[src/rtl/flp_pkg.sv]
package flp_pkg;
    localparam int WORD_W    = 16;
    localparam int SLOTS     = 2 * WORD_W + 1;
    localparam int POS_W     = $clog2(SLOTS);
    localparam int LAST_SLOT = SLOTS - 1;
    localparam logic [WORD_W-1:0] RESET_WORD = 16'h0001;

    typedef enum logic [1:0] {
        ST_IDLE  = 2'd0,
        ST_BURST = 2'd1,
        ST_GAP   = 2'd2
    } flp_state_e;
endpackage

[src/rtl/flp_slot_timer.sv]
module flp_slot_timer #(
    parameter int SLOT_CLKS  = 3906,
    parameter int PULSE_CLKS = 13
) (
    input  logic clk,
    input  logic rst_n,
    input  logic run,
    input  logic clear,
    output logic slot_end,
    output logic in_window
);
    localparam int CW = $clog2(SLOT_CLKS + 1);

    logic [CW-1:0] cnt_d, cnt_q;

    assign slot_end  = run && (cnt_q == CW'(SLOT_CLKS - 1));
    assign in_window = (cnt_q < CW'(PULSE_CLKS));

    always_comb begin
        cnt_d = cnt_q;
        if (clear) begin
            cnt_d = '0;
        end else if (run) begin
            cnt_d = slot_end ? '0 : cnt_q + 1'b1;
        end
    end

    always_ff @(posedge clk or negedge rst_n) begin
        if (!rst_n) cnt_q <= '0;
        else        cnt_q <= cnt_d;
    end
endmodule

[src/rtl/flp_interval_timer.sv]
module flp_interval_timer #(
    parameter int INTERVAL_CLKS = 2000000
) (
    input  logic clk,
    input  logic rst_n,
    input  logic count,
    input  logic clear,
    output logic due
);
    localparam int IW = $clog2(INTERVAL_CLKS + 1);

    logic [IW-1:0] cnt_d, cnt_q;

    assign due = count && (cnt_q == IW'(INTERVAL_CLKS - 1));

    always_comb begin
        cnt_d = cnt_q;
        if (clear) begin
            cnt_d = '0;
        end else if (count && !due) begin
            cnt_d = cnt_q + 1'b1;
        end
    end

    always_ff @(posedge clk or negedge rst_n) begin
        if (!rst_n) cnt_q <= '0;
        else        cnt_q <= cnt_d;
    end
endmodule

[src/rtl/flp_slot_mux.sv]
module flp_slot_mux
    import flp_pkg::*;
(
    input  logic [4:0]        slot_idx,
    input  logic [WORD_W-1:0] word,
    output logic              level
);
    always_comb begin
        if (slot_idx[0]) level = word[slot_idx[4:1]];
        else             level = 1'b1;
    end
endmodule

[src/rtl/flp_burst_gen.sv]
module flp_burst_gen
    import flp_pkg::*;
#(
    parameter int SLOT_CLKS     = 3906,
    parameter int PULSE_CLKS    = 13,
    parameter int INTERVAL_CLKS = 2000000
) (
    input  logic              clk,
    input  logic              rst_n,
    input  logic              enable,
    input  logic              start,
    input  logic              word_load,
    input  logic [WORD_W-1:0] word_in,
    output logic              pulse_out,
    output logic              busy,
    output logic              done
);
    typedef struct packed {
        flp_state_e        state;
        logic [POS_W-1:0]  pos;
        logic [WORD_W-1:0] word_act;
        logic [WORD_W-1:0] word_pend;
        logic              done;
    } flp_regs_t;

    flp_regs_t r_d, r_q;

    logic slot_end, in_window, due, level;
    logic end_now, go, in_burst;

    assign in_burst = (r_q.state == ST_BURST);
    assign end_now  = in_burst && slot_end && (r_q.pos == POS_W'(LAST_SLOT));
    assign go       = enable &&
                      ((start && !in_burst) ||
                       (due && ((r_q.state == ST_GAP) || end_now)));

    flp_slot_timer #(
        .SLOT_CLKS (SLOT_CLKS),
        .PULSE_CLKS(PULSE_CLKS)
    ) i_slot (
        .clk      (clk),
        .rst_n    (rst_n),
        .run      (enable && in_burst),
        .clear    (go || !enable),
        .slot_end (slot_end),
        .in_window(in_window)
    );

    flp_interval_timer #(
        .INTERVAL_CLKS(INTERVAL_CLKS)
    ) i_interval (
        .clk  (clk),
        .rst_n(rst_n),
        .count(enable && (r_q.state != ST_IDLE)),
        .clear(go || !enable),
        .due  (due)
    );

    flp_slot_mux i_mux (
        .slot_idx(r_q.pos[4:0]),
        .word    (r_q.word_act),
        .level   (level)
    );

    always_comb begin
        r_d      = r_q;
        r_d.done = enable && end_now;
        if (word_load) begin
            r_d.word_pend = word_in;
        end
        if (!enable) begin
            r_d.state = ST_IDLE;
            r_d.pos   = '0;
        end else if (go) begin
            r_d.state    = ST_BURST;
            r_d.pos      = '0;
            r_d.word_act = word_load ? word_in : r_q.word_pend;
        end else if (in_burst && slot_end) begin
            if (end_now) r_d.state = ST_GAP;
            else         r_d.pos   = r_q.pos + 1'b1;
        end
    end

    always_ff @(posedge clk or negedge rst_n) begin
        if (!rst_n) begin
            r_q.state     <= ST_IDLE;
            r_q.pos       <= '0;
            r_q.word_act  <= RESET_WORD;
            r_q.word_pend <= RESET_WORD;
            r_q.done      <= 1'b0;
        end else begin
            r_q <= r_d;
        end
    end

    assign busy      = enable && in_burst;
    assign pulse_out = busy && in_window && level;
    assign done      = r_q.done;
endmodule

[config.mk]
export PLATFORM = sky130hd
export DESIGN_NAME = flp_burst_gen
export DESIGN_NICKNAME = d
export VERILOG_FILES = /design/src/rtl/flp_pkg.sv /design/src/rtl/flp_slot_timer.sv /design/src/rtl/flp_interval_timer.sv /design/src/rtl/flp_slot_mux.sv /design/src/rtl/flp_burst_gen.sv
export SDC_FILE = /design/constraint.sdc
export NUM_CORES = 1
export LEC_CHECK = 0
export ABC_AREA = 1
export BUFFER_PORTS_ARGS = -buffer_cell sky130_fd_sc_hd__buf_2
export CAP_MARGIN = 0
export CORE_MARGIN = 2
export CORE_UTILIZATION = 58
export DETAILED_ROUTE_END_ITERATION = 10
export GPL_ROUTABILITY_DRIVEN = 0
export GPL_TIMING_DRIVEN = 0
export PLACE_DENSITY = 0.79
export SLEW_MARGIN = 20
export SYNTH_ARGS = -nofsm -noshare
export SYNTH_HDL_FRONTEND = slang
export SYNTH_SLANG_ARGS = --single-unit
[constraint.sdc]
create_clock -name clk -period 4.4 [get_ports clk]
set_clock_uncertainty 0.2 [all_clocks]
set_input_delay 0.88 -clock clk [delete_from_list [all_inputs] [get_ports clk]]
set_output_delay 0.88 -clock clk [all_outputs]
set_load 0.005 [all_outputs]
; Yosys cells after proc, flatten, opt, wreduce, memory -nomap -nowiden
; Cells that the tools add are included.
[totals]
n_memories = 0
ram_bits = 0
latchBits = 0
out_inout_bits = 3
wordCells = 59
inputBits = 21
mem_bits_ro = 0
regBits = 74
[classes]
eq_ne = 8
addsub = 3
n_div = 0
shifts = 0
n_reduce_logical = 25
mul = 0
order_cmp = 2
bitwise_logic = 0
n_mux = 14
[op_table]
columns = operator, count
row1 = 21-bit two-way mux, 2
row2 = 12-bit two-way mux, 3
row3 = 8-bit two-way mux, 3
row4 = "21-bit by 1-bit adder with 21-bit output, second input constant", 1
row5 = "21-bit equality test, second input constant", 1
row6 = 16-bit two-way mux, 1
row7 = 1-bit logical AND, 13
row8 = "12-bit by 1-bit adder with 12-bit output, second input constant", 1
row9 = "12-bit equality test, second input constant", 1
row10 = "12-bit by 4-bit less-than comparator with 1-bit output, second input constant", 1
row11 = "6-bit by 1-bit adder with 6-bit output, second input constant", 1
row12 = "6-bit equality test, second input constant", 1
row13 = 6-bit two-way mux, 1
row14 = "3-bit by 1-bit != test with 1-bit output, second input constant", 2
row15 = 2-bit AND reduction, 3
row16 = 2-bit nonzero test, 3
row17 = "4-bit by 5-bit less-than comparator with 1-bit output, second input constant", 1
row18 = 1-bit binary-select mux with 4-bit select, 1
row19 = 1-bit zero test, 3
row20 = 1-bit logical OR, 3
row21 = "3-bit by 2-bit != test with 1-bit output, second input constant", 1
row22 = "2-bit by 1-bit equality test with 1-bit output, second input constant", 1
row23 = "2-bit equality test, second input constant", 1
row24 = 1-bit two-way mux, 2
row25 = 2-bit two-way mux, 1

; Logic depth before layout (Yosys ltp)
; Gate-level depths: netlist of the first run.
[depth]
word_depth = 11
mapped_depth = 13
depth_no_buf = 12

; Cells and area by module
; Synthesis of the first run repeated with hierarchy kept, for this count alone.
[unflattened]
hier_cells = 560
hier_area_um2 = 4222.8
[modules_own_cells]
columns = module, cells_each, n_inst, seq_area_each_um2, area_per_inst_um2
row1 = flp_burst_gen, 169, 1, 1028.5, 1775.5
row2 = flp_interval_timer, 235, 1, 525.5, 1480.2
row3 = flp_slot_timer, 109, 1, 300.3, 767.0
row4 = flp_slot_mux, 47, 1, 0.0, 200.2

; Worst setup path before layout of the first run
; No wires, ideal clock.
[synth_path]
path_kind = input -> output
start = input port enable
end = output port pulse_out
n_path_buf = 1
t_arrival_ns = 1.559
path_stages = 7
setup_slack_ns = 1.761
cell_sequence = buf_4 -> nand2_2 -> nor2_4 -> o21ai_0 -> nor3_1 -> nand2_1 -> inv_1
[synth_via]
elab_chain_len = 3
[synth_lines]
columns = item, line_no
row1 = start: declaration, flp_burst_gen.sv:10  ; input logic enable,
row2 = 1-bit logical AND, flp_burst_gen.sv:96  ; assign busy = enable && in_burst;
row3 = named net busy, flp_burst_gen.sv:15  ; output logic busy,
row4 = 1-bit logical AND (2 in series), flp_burst_gen.sv:97  ; assign pulse_out = busy && in_window && level;
row5 = end: declaration, flp_burst_gen.sv:14  ; output logic pulse_out,
; The timed path passes the listed nets, and every way through them passes these cells.

; Worst setup path in the final report of the first run
[layout_path]
start = input port enable
end = output port pulse_out
[layout_via]
elab_chain_len = 3
[layout_lines]
columns = item, line_no
row1 = 1-bit logical AND, flp_burst_gen.sv:96
row2 = 1-bit logical AND (2 in series), flp_burst_gen.sv:97
; No other way between the ends.

==> results_dict.tcl, run 1 <==
set metrics [dict create \
    status "completed" \
    drive_gt1_frac 0.155 \
    setup_viol 0 \
    synthAdderAreaFrac 0.0183 \
    antenna_found_initial 0 \
    overflow 0 \
    hold_buffers 0 \
    critPathMaxStageDelay_ns 0.27 \
    path_clk_slew_ns 0.08 \
    cts_setup_buffers 0 \
    grt_pass1_wl_um 14900 \
    vias 3469 \
    cts.sinks 74 \
    timing.reg2reg.setup_slack_ns 2.06 \
    critPathRequiredTime_ns 3.32 \
    cts_tree "yes" \
    synth-compound-area-share 0.0845 \
    htree_levels 3 \
    grt_pass1_vias 3431 \
    die_h_um 88.1 \
    fp.dieArea_um2 7760 \
    die_w_um 88.1 \
    viasPerCell 5.32 \
    clock_latency_ns 0.36 \
    yosysSeqAreaShare 0.452 \
    slew_headroom 0.660 \
    p_int_uw 1180 \
    crit_slowest_cell "nor3_1" \
    cp_cell_sequence "buf_4 > nand2_2 > nor2_4 > o21ai_0 > nor3_1 > nand2_1 > inv_1 > buf_2" \
    critPathTopFamily "simple AND/OR/NAND/NOR gates" \
    synth_top_family_by_area "simple AND/OR/NAND/NOR gates" \
    r2r_end "i_slot.cnt_q[8]$_DFFE_PN0P_" \
    whs_ns 0.253 \
    fmax_mhz 332 \
    ir_drop_mv 0.190 \
    muxShareOfSynthArea 0.0439 \
    reg2regPathDepth 11 \
    coreArea_um2 6830 \
    clk_path_buf_depth 2 \
    fin_cells 652 \
    layout_commonest_cell "nand2_1" \
    switching_share 0.254 \
    drc 0 \
    initial_core_util 0.600 \
    synth_warnings 0 \
    p_seq_frac 0.476 \
    rr_startpoint "r_q[34]$_DFFE_PN0P_" \
    end_kind "output pin" \
    p_leak_uw 0.00215 \
    syn_inst 518 \
    drv_slew 0 \
    cts_resized 0 \
    crit_type "in -> out" \
    yosysUniqueCellTypes 32 \
    rsz0062_at_grt "no" \
    ys_ff_latch 74 \
    hp-class "in -> async" \
    track_usage 0.247 \
    maxCapViolCount 0 \
    critical_path.max_fanout 8 \
    syn_avg_cell_area_um2 7.92 \
    dp_hpwl_um 6270 \
    grt_max_degree 43 \
    power.density_nw_per_um2 346 \
    mostFrequentLayoutCells "108 x nand2_1, 73 x inv_1, 72 x dfrtp_1" \
    dp_cells 636 \
    area_growth_pct 11.9 \
    power_frac_comb 0.124 \
    arrival_ns 1.93 \
    rows 30 \
    nNetsFinal 578 \
    dr.first_iter.drc_count 204 \
    tightest_slew_ns 0.506 \
    routed_wl_um 8600 \
    routedWlPerCell_um 13.2 \
    synth_area_um2 4100 \
    ctsRootBufferMaster "clkbuf_8" \
    final.setup.tns_ns 0 \
    synth_xor_area_frac 0.0342 \
    pin_count 24 \
    fin_crit_sh 0.685 \
    total_power_uw 1590 \
    critPathBufInv 3 \
    fin_crit_ns 3.01 \
    antenna_cells 0 \
    cp-start-kind "input port" \
    synth-simple-area-share 0.275 \
    report.final.hold_viol_count 0 \
    p_sw_uw 404 \
    first_pass_iters 4 \
    antenna_left 0 \
    pwr-share-clk 0.400 \
    numCtsBuffers 9 \
    portBuffers 21 \
    synth_nets 545 \
]
## registers in the layout (all words and copies together) (netlist names)
register          flops
done                  1
i_slot.cnt_q         12
r_q                  40
i_interval.cnt_q     21
## power by group through the flow
stage          combinational, uW  sequential [uW]  clock (uW)
5_1_grt                      223              762         675
2_1_floorplan                138              762           0
4_1_cts                      198              756         646
3_3_place_gp                 189              766           0
3_5_place_dp                 197              769           0
6_report                     196              756         635
## worst max path at each step
| stage | start | end | slack (ns) | cells after the start |
|---|---|---|---|---|
| 2_1_floorplan | enable | pulse_out | 1.76 | 7 |
| 3_3_place_gp | enable | pulse_out | 1.40 | 8 |
| 6_report | enable | pulse_out | 1.39 | 8 |
| 5_1_grt | r_q[34]$_DFFE_PN0P_ | pulse_out | 1.27 | 9 |
| 4_1_cts | enable | pulse_out | 1.40 | 8 |
| 3_5_place_dp | enable | pulse_out | 1.40 | 8 |
## cells in the mapped netlist (all sizes together)
master  instances  area share
nor3b           2      0.0037
clkbuf          3      0.0027
inv            75       0.069
xnor2           2      0.0043
a21oi          17       0.023
buf            10       0.019
xor2           14       0.030
nor2           66       0.065
o21ai          44       0.059
dfrtp          72        0.44
ha              6       0.018
o21a            1      0.0018
nand2         112        0.11
nor4            2      0.0031
nor3           11       0.013
clkinv          1     0.00091
dfstp           2       0.013
nand4          10       0.018
nand3          52       0.066
mux2           16       0.044
## cell families after synthesis
kind of cell	after synthesis
and+or+nand+nor	255
AOI/OAI and AO/OA	62
buffers and inverters	89
adders and majority gates	6
xor gates and xnor gates	16
muxes	16
DFF	74
## stage by stage
stage,cell area (um2),utilization,worst slack (ns)
CTS,4590,0.672,1.40
global placement,4330,0.633,1.40
floorplan,4100,-,1.76
finish,4590,0.672,1.39
global route,4590,0.672,1.27
detailed placement,4350,0.636,1.40
## metal layers
metal  track usage  vias up  wire length (um)
li1              -     1722                 -
met5             0        -                 0
met4         0.136        0               227
met1         0.315     1629              4060
met2         0.395       96              3880
met3        0.0518       22               436
## layout make-up
cell class / instances / area [um2]
timing repair buffer: 22 / 128
clock inverter: 7 / 116
tap: 96 / 120
buffer: 13 / 90.1
fill: 593 / 2240
multi-input combinational: 355 / 1870
clock buffer: 9 / 124
sequential: 74 / 1850
inverter: 76 / 285
Power figures use the tool's default switching activity.
==> run 2: changes to the inputs <==
Clock period 4.4 ns to 2.85 ns, I/O delays scaled along.
==> run 2 against run 1 <==
Net effect:
- clock power grew 54%
- design area grew 0.22%
- critical endpoint unchanged
- via count grew 0.46%
- cell count grew 0.15%
- total power grew 54%
- global-route usage is essentially flat
- critical path depth grew 1
==> results_dict.tcl, run 2 (synthesized netlist as in run 1, its figures left out) <==
set metrics [dict create \
    final.setup.tns_ns 0 \
    drv_slew 0 \
    drive_gt1_frac 0.154 \
    busiest_layer "met2" \
    critPathMaxStageDelay_ns 0.39 \
    fin_crit_ns 2.59 \
    fin_crit_sh 0.907 \
    end_kind "output pin" \
    viasPerCell 5.34 \
    crit_type "reg -> out" \
    cts.sinks 74 \
    grt_max_degree 43 \
    numCtsBuffers 9 \
    coreArea_um2 6830 \
    power.density_nw_per_um2 533 \
    arrival_ns 1.82 \
    critPathRequiredTime_ns 2.08 \
    final_area_um2 4600 \
    grt_pass1_vias 3440 \
    ctsRootBufferMaster "clkbuf_8" \
    top_regs "r_q (40), i_interval.cnt_q (21), i_slot.cnt_q (12)" \
    grt_util_met3 0.0509 \
    grt_pass1_wl_um 15000 \
    grt.met2_usage 0.397 \
    hp-class "in -> reg" \
    initial_core_util 0.600 \
    fp.dieArea_um2 7760 \
    fmax_mhz 387 \
    antenna_cells 0 \
    drc 0 \
    overflow 0 \
    p_leak_uw 0.00216 \
    first_pass_iters 5 \
    portBuffers 21 \
    utilization 0.673 \
    rows 30 \
    die_w_um 88.1 \
    largest-register "r_q" \
    routedWlPerCell_um 13.2 \
    antenna_left 0 \
    critical_path.max_fanout 10 \
    cts_resized 0 \
    antenna_found_initial 0 \
    setup_viol 0 \
    fillers 592 \
    nNetsFinal 579 \
    cpMostUsedCell "nand3_1" \
    cp_cell_sequence "clkbuf_1 > a21oi_1 > o21ai_0 > nand3_1 > nand3_1 > nand3_1 > nand2_1 > inv_1 > buf_2" \
    htree_levels 3 \
    report.final.hold_viol_count 0 \
    clock_latency_ns 0.36 \
    rsz0062_at_grt "no" \
    dp_hpwl_um 6270 \
    path_clk_slew_ns 0.08 \
    pin_count 24 \
    ir_drop_mv 0.293 \
    cp-start-kind "flop" \
    hold_buffers 1 \
    cts_tree "yes" \
    dr.first_iter.drc_count 193 \
    mostFrequentLayoutCells "108 x nand2_1, 73 x inv_1, 72 x dfrtp_1" \
    vias 3485 \
    layout_commonest_cell "nand2_1" \
    die_h_um 88.1 \
    status "completed" \
    maxCapViolCount 0 \
    crit_slowest_cell "dfrtp_1" \
    place_area_um2 4350 \
    clk_path_buf_depth 2 \
    grt.met1_usage 0.315 \
    cts_setup_buffers 0 \
    tightest_slew_ns 0.513 \
    slew_headroom 0.656 \
    area_growth_pct 12.1 \
    track_usage 0.248 \
    largest_reg_flops 40 \
    routed_wl_um 8590 \
]
## run 2: changes by cell type in the layout (fill, tap and decap cells not counted)
cell,previous run,this run
dlygate4sd3_1,0,1
## run 2: through the flow
stage / cells / total power [uW] / setup slack (ns) / hold WS [ns]
floorplan: 518 / 1390 / 0.804 / 0.0744
finish: 653 / 2450 / 0.264 / 0.261
global route: 653 / 2560 / 0.0336 / 0.257
global placement: 635 / 1470 / 0.473 / 0.281
CTS: 653 / 2470 / 0.287 / 0.253
detailed placement: 636 / 1490 / 0.473 / 0.284
## run 2: routing by layer
metal  up-vias  part of all wire
met3        22             0.049
met4         0             0.026
met1      1633              0.47
met5         -                 0
li1       1725                 -
met2       105              0.45
## run 2: layout make-up
class,count,area (um2),share of cell area
multi-input cells,355,1870,0.407
flip-flops and latches,74,1850,0.403
inverters,76,285,0.0620
repair buffers,23,138,0.0299
clock buffers,9,124,0.0269
well taps,96,120,0.0261
clock inverters,7,116,0.0253
plain buffers,13,90.1,0.0196
## run 2: critical path: cells and delay by family (launching register included)
kind / cells / cell delay [ns]
AOI/OAI and AO/OA: 2 / 0.23
buffers and inverters: 3 / 0.50
and+or+nand+nor: 4 / 0.34
DFF: 1 / 0.39
## run 2: final timing paths
kind	cells after the start	end	slack (ns)	from
max	9	pulse_out	0.26	r_q[34]$_DFFE_PN0P_
min	2	r_q[8]$_DFF_PN0_	0.26	word_in[7]
max reg2reg	11	i_slot.cnt_q[8]$_DFFE_PN0P_	0.50	r_q[34]$_DFFE_PN0P_
min reg2reg	2	r_q[17]$_DFFE_PN1P_	0.30	r_q[17]$_DFFE_PN1P_
max in group asynchronous	3	i_interval.cnt_q[19]$_DFFE_PN0P_	1.40	rst_n
min in group asynchronous	2	r_q[15]$_DFF_PN0_	0.49	rst_n
## run 2: where the power goes
part           total (uW)  switching (uW)  internal, uW
Clock                 979             398           581
Combinational         304             189           115
Sequential           1170            35.8          1130
